==> src/rtl/wmiss_pkg.sv <==
package wmiss_pkg;

  typedef enum logic [1:0] {
    MSG_HOME_DATA  = 2'd0,
    MSG_OWNER_DATA = 2'd1,
    MSG_REFUSE     = 2'd2,
    MSG_ACK        = 2'd3
  } inMsg_e;

  typedef enum logic [2:0] {
    ST_IDLE, ST_REQ, ST_WAIT_HOME, ST_BACKOFF, ST_INVAL, ST_WAIT_ACK, ST_FILL
  } reqState_e;

  typedef struct packed {
    logic captureAddr;
    logic loadReply;
    logic loadOwner;
    logic popInval;
    logic ackTake;
    logic startBackoff;
    logic tickBackoff;
  } reqStrobe_t;

endpackage

==> src/rtl/wmiss_datapath.sv <==
module wmiss_datapath
  import wmiss_pkg::*;
#(
  parameter int NODES    = 8,
  parameter int ADDR_W   = 12,
  parameter int DATA_W   = 16,
  parameter int LOCAL_ID = 2,
  parameter int BACKOFF  = 3,
  localparam int NODE_W  = $clog2(NODES)
) (
  input  logic              clk,
  input  logic              rstN,
  input  reqStrobe_t        strobe,
  input  logic [ADDR_W-1:0] missAddr,
  input  logic [DATA_W-1:0] inData,
  input  logic [NODES-1:0]  inVec,
  output logic [NODE_W-1:0] homeId,
  output logic              homeLocal,
  output logic              missHomeLocal,
  output logic [NODE_W-1:0] lowestId,
  output logic              lastInval,
  output logic              replyEmpty,
  output logic              ackZero,
  output logic              backoffZero,
  output logic [ADDR_W-1:0] blkAddr,
  output logic [DATA_W-1:0] blkData
);
  localparam int CNT_W = $clog2(NODES + 1);
  localparam int BO_W  = $clog2(BACKOFF + 1);
  localparam logic [NODE_W-1:0] LOCAL_NODE = NODE_W'(LOCAL_ID);

  logic [NODES-1:0] pending;
  logic [NODES-1:0] masked;
  logic [CNT_W-1:0] maskCount;
  logic [CNT_W-1:0] ackCnt;
  logic [BO_W-1:0]  backoffCnt;

  assign masked = inVec & ~(NODES'(1) << LOCAL_ID);

  always_comb begin
    maskCount = '0;
    for (int i = 0; i < NODES; i++) maskCount = maskCount + CNT_W'(masked[i]);
  end

  always_comb begin
    lowestId = '0;
    for (int i = NODES - 1; i >= 0; i--) if (pending[i]) lowestId = NODE_W'(i);
  end

  assign homeId        = blkAddr[ADDR_W-1 -: NODE_W];
  assign homeLocal     = (homeId == LOCAL_NODE);
  assign missHomeLocal = (missAddr[ADDR_W-1 -: NODE_W] == LOCAL_NODE);
  assign lastInval     = ((pending & (pending - NODES'(1))) == '0);
  assign replyEmpty    = (masked == '0);
  assign ackZero       = (ackCnt == '0);
  assign backoffZero   = (backoffCnt == '0);

  always_ff @(posedge clk) begin
    if (!rstN) begin
      blkAddr    <= '0;
      blkData    <= '0;
      pending    <= '0;
      ackCnt     <= '0;
      backoffCnt <= '0;
    end else begin
      if (strobe.captureAddr) blkAddr <= missAddr;
      if (strobe.loadReply || strobe.loadOwner) blkData <= inData;
      if (strobe.loadReply) pending <= masked;
      else if (strobe.popInval) pending <= pending & (pending - NODES'(1));
      if (strobe.loadReply) ackCnt <= maskCount;
      else if (strobe.ackTake && ackCnt != '0) ackCnt <= ackCnt - CNT_W'(1);
      if (strobe.startBackoff) backoffCnt <= BO_W'(BACKOFF);
      else if (strobe.tickBackoff) backoffCnt <= backoffCnt - BO_W'(1);
    end
  end

endmodule

==> src/rtl/wmiss_control.sv <==
module wmiss_control
  import wmiss_pkg::*;
#(
  parameter int NODES   = 8,
  localparam int NODE_W = $clog2(NODES)
) (
  input  logic              clk,
  input  logic              rstN,
  input  logic              missValid,
  input  logic              inValid,
  input  logic [1:0]        inType,
  input  logic [NODE_W-1:0] homeId,
  input  logic              homeLocal,
  input  logic              missHomeLocal,
  input  logic [NODE_W-1:0] lowestId,
  input  logic              lastInval,
  input  logic              replyEmpty,
  input  logic              ackZero,
  input  logic              backoffZero,
  output reqStrobe_t        strobe,
  output logic              stall,
  output logic              outValid,
  output logic              outType,
  output logic [NODE_W-1:0] outDest,
  output logic              fillValid
);
  reqState_e state, nextState;
  inMsg_e    msg;

  assign msg = inMsg_e'(inType);

  always_comb begin
    nextState = state;
    strobe    = '0;
    unique case (state)
      ST_IDLE: if (missValid) begin
        strobe.captureAddr = 1'b1;
        nextState = missHomeLocal ? ST_WAIT_HOME : ST_REQ;
      end
      ST_REQ: nextState = ST_WAIT_HOME;
      ST_WAIT_HOME: if (inValid) begin
        unique case (msg)
          MSG_HOME_DATA: begin
            strobe.loadReply = 1'b1;
            nextState = replyEmpty ? ST_FILL : ST_INVAL;
          end
          MSG_OWNER_DATA: begin
            strobe.loadOwner = 1'b1;
            nextState = ST_FILL;
          end
          MSG_REFUSE: begin
            strobe.startBackoff = 1'b1;
            nextState = ST_BACKOFF;
          end
          default: ;
        endcase
      end
      ST_BACKOFF: begin
        if (backoffZero) nextState = homeLocal ? ST_WAIT_HOME : ST_REQ;
        else strobe.tickBackoff = 1'b1;
      end
      ST_INVAL: begin
        strobe.popInval = 1'b1;
        strobe.ackTake  = inValid && msg == MSG_ACK;
        if (lastInval) nextState = ST_WAIT_ACK;
      end
      ST_WAIT_ACK: begin
        strobe.ackTake = inValid && msg == MSG_ACK;
        if (ackZero) nextState = ST_FILL;
      end
      ST_FILL: nextState = ST_IDLE;
      default: nextState = ST_IDLE;
    endcase
  end

  always_ff @(posedge clk) begin
    if (!rstN) state <= ST_IDLE;
    else       state <= nextState;
  end

  assign stall     = (state != ST_IDLE);
  assign outValid  = (state == ST_REQ) || (state == ST_INVAL);
  assign outType   = (state == ST_INVAL);
  assign outDest   = (state == ST_INVAL) ? lowestId : homeId;
  assign fillValid = (state == ST_FILL);

endmodule

==> src/rtl/wmiss_collector.sv <==
module wmiss_collector
  import wmiss_pkg::*;
#(
  parameter int NODES    = 8,
  parameter int ADDR_W   = 12,
  parameter int DATA_W   = 16,
  parameter int LOCAL_ID = 2,
  parameter int BACKOFF  = 3,
  localparam int NODE_W  = $clog2(NODES)
) (
  input  logic              clk,
  input  logic              rstN,
  input  logic              missValid,
  input  logic [ADDR_W-1:0] missAddr,
  output logic              stall,
  output logic              outValid,
  output logic              outType,
  output logic [NODE_W-1:0] outDest,
  output logic [ADDR_W-1:0] outAddr,
  input  logic              inValid,
  input  logic [1:0]        inType,
  input  logic [DATA_W-1:0] inData,
  input  logic [NODES-1:0]  inVec,
  output logic              fillValid,
  output logic [ADDR_W-1:0] fillAddr,
  output logic [DATA_W-1:0] fillData
);
  reqStrobe_t        strobe;
  logic [NODE_W-1:0] homeId, lowestId;
  logic              homeLocal, missHomeLocal, lastInval, replyEmpty, ackZero, backoffZero;
  logic [ADDR_W-1:0] blkAddr;
  logic [DATA_W-1:0] blkData;

  wmiss_datapath #(
    .NODES(NODES), .ADDR_W(ADDR_W), .DATA_W(DATA_W), .LOCAL_ID(LOCAL_ID), .BACKOFF(BACKOFF)
  ) datapath_i (
    .clk(clk), .rstN(rstN), .strobe(strobe), .missAddr(missAddr), .inData(inData),
    .inVec(inVec), .homeId(homeId), .homeLocal(homeLocal), .missHomeLocal(missHomeLocal),
    .lowestId(lowestId), .lastInval(lastInval), .replyEmpty(replyEmpty), .ackZero(ackZero),
    .backoffZero(backoffZero), .blkAddr(blkAddr), .blkData(blkData)
  );

  wmiss_control #(.NODES(NODES)) control_i (
    .clk(clk), .rstN(rstN), .missValid(missValid), .inValid(inValid), .inType(inType),
    .homeId(homeId), .homeLocal(homeLocal), .missHomeLocal(missHomeLocal),
    .lowestId(lowestId), .lastInval(lastInval), .replyEmpty(replyEmpty), .ackZero(ackZero),
    .backoffZero(backoffZero), .strobe(strobe), .stall(stall), .outValid(outValid),
    .outType(outType), .outDest(outDest), .fillValid(fillValid)
  );

  assign outAddr  = blkAddr;
  assign fillAddr = blkAddr;
  assign fillData = blkData;

endmodule

==> config.mk <==
export PLATFORM = sky130hd
export DESIGN_NAME = wmiss_collector
export DESIGN_NICKNAME = d
export VERILOG_FILES = /design/src/rtl/wmiss_pkg.sv /design/src/rtl/wmiss_datapath.sv /design/src/rtl/wmiss_control.sv /design/src/rtl/wmiss_collector.sv
export SDC_FILE = /design/constraint.sdc
export NUM_CORES = 1
export LEC_CHECK = 0
export BUFFER_PORTS_ARGS = -buffer_cell sky130_fd_sc_hd__buf_2
export CORE_MARGIN = 8
export CORE_UTILIZATION = 47
export CTS_BUF_LIST = sky130_fd_sc_hd__clkbuf_8
export DETAILED_ROUTE_END_ITERATION = 6
export PLACE_DENSITY = 0.79
export SLEW_MARGIN = 10
export SYNTH_ARGS = -nofsm -noshare
export SYNTH_HDL_FRONTEND = slang
export SYNTH_SLANG_ARGS = --single-unit
==> constraint.sdc <==
create_clock -name clk -period 2.99 [get_ports clk]
set_input_delay 0.598 -clock clk [delete_from_list [all_inputs] [get_ports clk]]
set_output_delay 0.598 -clock clk [all_outputs]
set_load 0.01 [all_outputs]
==> flow_summary.json <==
{
  "fin_crit_sh_pct": 91.5,
  "ios": 89,
  "hold_class": "reg2reg",
  "p_leak_nw": 1.39,
  "antennaDiodeCount": 0,
  "grt-ovfl-total": 0,
  "clk_latency_ns": 0.30,
  "synth_top_area_cell": "dfxtp_1",
  "setup_viol": 0,
  "arrival_ns": 2.96,
  "cts_hold_buf": 0,
  "synthMostInstantiatedCell": "nand2_1",
  "cp_max_fo": 2,
  "syn_area_per_cell_um2": 8.00,
  "ys_ff_latch": 45,
  "fin_nets": 442,
  "crit_path_start_kind": "input port",
  "rsz0062_at_grt": "no",
  "p_per_area_nw_per_um2": 595,
  "period_needed_ns": 2.74,
  "status": "finished clean",
  "cts_resized": 0,
  "via_count": 2295,
  "floorplan.initialDensity_pct": 49.0,
  "routabilityCongestion": 0.798,
  "wl_per_cell_um": 13.2,
  "grt_pass1_vias": 2148,
  "synth_area_leaders": "dfxtp_1, nand2_1, a21boi_0",
  "num-fill-cells": 481,
  "end_kind": "flip-flop",
  "drt_pass1_iterations": 4,
  "crit_required_ns": 3.22,
  "fin_util_pct": 58.5,
  "routed_wl_um": 6020,
  "postSynth.asyncResetShare_pct": 0,
  "fin_worst_skew_ns": 0.00907,
  "syn_inst": 317,
  "dp_hpwl_um": 4570,
  "grt_start_max_net_pins": 47,
  "finalMaxSlewViolations": 0,
  "cap_viol_max_count": 0,
  "synth.distinct_cells": 45,
  "h-tree-depth": 2,
  "rows": 26,
  "root_buffer": "clkbuf_8",
  "cts_setup_buffers": 0,
  "drc": 0,
  "finalHoldViolations": 0,
  "yosys-top-cells-count": "nand2_1, dfxtp_1, a21boi_0, inv_1, clkbuf_1",
  "max_freq_mhz": 366,
  "ys.flop_type": "dfxtp_1",
  "clkSlewWorstSetupHoldPaths_ns": 0.09,
  "cts_buffers": 5,
  "synth_nets": 374,
  "syn_to_final_growth_pct": 19.3,
  "layout-drive-gt1-share_pct": 26.2,
  "dieHeight_um": 89.5,
  "synth-edff-count": 0,
  "ir_drop_v": 0.000297,
  "core-area_um2": 5170,
  "syn_area_um2": 2540,
  "drt-initial-drc-count": 154,
  "io_buffers": 87,
  "grt_use_total_pct": 15.2,
  "fin_tns_setup_ns": 0,
  "synth.yosys.seq_area_share_pct": 35.5,
  "ant_nets": 0,
  "ctsLongestPathBuffers": 2,
  "power_w": 0.00180,
  "antenna_found_initial": 0,
  "ys_warn_count": 0,
  "cts_num_sinks": 45,
  "path_class": "in2reg",
  "grt_pass1_wl_um": 9680,
  "via_per_inst": 5.03,
  "yosysTopAreaCellShare_pct": 35.5,
  "cts_tree": "yes",
  "die_w_um": 89.5,
  "worst_pin_slew_ns": 0.689,
  "relSlewSlack_pct": 54.1,
  "dieArea_um2": 8000
}
cell type report:
type / instances / area [um2] / share of cell area, %
repair buffers: 90 / 458 / 15.1
inverters: 25 / 93.8 / 3.10
well taps: 70 / 87.6 / 2.89
clock buffers: 5 / 68.8 / 2.27
multi-input cells: 218 / 1370 / 45.4
flip-flops and latches: 45 / 901 / 29.8
clock inverters: 3 / 42.5 / 1.41
through the flow:
stage | std cells | setup slack (ns) | hold WS [ns] | instance area, um2
floorplan | 317 | 0.155 | 0.466 | 2540
global route | 456 | 0.0305 | 0.472 | 3030
finish | 456 | 0.254 | 0.452 | 3030
global placement | 448 | -0.0182 | 0.438 | 2910
CTS | 456 | 0.252 | 0.455 | 3030
detailed placement | 448 | -0.0460 | 0.442 | 2910
sequential cells by signal, summed over array words and instances (netlist names):
register,count
datapath_i.ackCnt,4
datapath_i.blkAddr,12
datapath_i.pending,8
control_i.state,3
datapath_i.blkData,16
datapath_i.backoffCnt,2
worst paths after layout:
path,slack (ns),depth (start not counted),startpoint,end
min reg2reg,0.45,2,datapath_i.blkData[7],datapath_i.blkData[7]
min,0.45,2,datapath_i.blkData[7],datapath_i.blkData[7]
max,0.25,13,inVec[1],datapath_i.ackCnt[2]
max reg2reg,0.89,5,control_i.state[0],datapath_i.pending[5]
power breakdown:
group	internal, W	switching (W)	total, W
registers	0.000669	0.0000879	0.000757
clock network	0.000248	0.000206	0.000453
logic	0.000251	0.000340	0.000591
total	0.00117	0.000633	0.00180
cell usage in the layout, fill, tap and decap left out, types with 4 or more instances in the layout:
cell / count
clkbuf_8: 5
xnor2_1: 5
dfxtp_1: 45
nand2_1: 75
a21boi_1: 7
a21boi_0: 29
nor2_1: 12
ha_1: 12
o31ai_1: 4
inv_1: 26
o21a_1: 4
nor3_1: 10
o21ai_0: 9
a21oi_1: 9
buf_2: 87
routing by layer:
layer  share of wire (%)  vias up  global-route usage [%]
li1                    -     1183                       -
met4                 1.1        0                    6.80
met3                 9.2        4                    3.58
met5                   0        -                       0
met2                  47       66                    25.8
met1                  43     1042                    17.6
cells by family (layout without fill, tap and decap cells):
kind of cell	after synthesis	count (layout)	share of synthesized area [%]
flops	45	45	35.5
compound gates	80	80	22.7
buf+inv	54	123	10.3
fa+ha+maj	16	16	8.68
mux	1	1	0.395
simple gates	115	115	20.3
xor+xnor	6	6	2.07
worst max-delay path, stage by stage:
cell and delay (ns):
buf_2 0.09, inv_1 0.04, ha_1 0.26, inv_1 0.04
fa_1 0.49, fa_1 0.40, inv_1 0.07, ha_1 0.16
inv_1 0.06, fa_1 0.37, xnor2_1 0.15, o21ai_0 0.09
a21oi_1 0.15
Power figures use the tool's default switching activity.
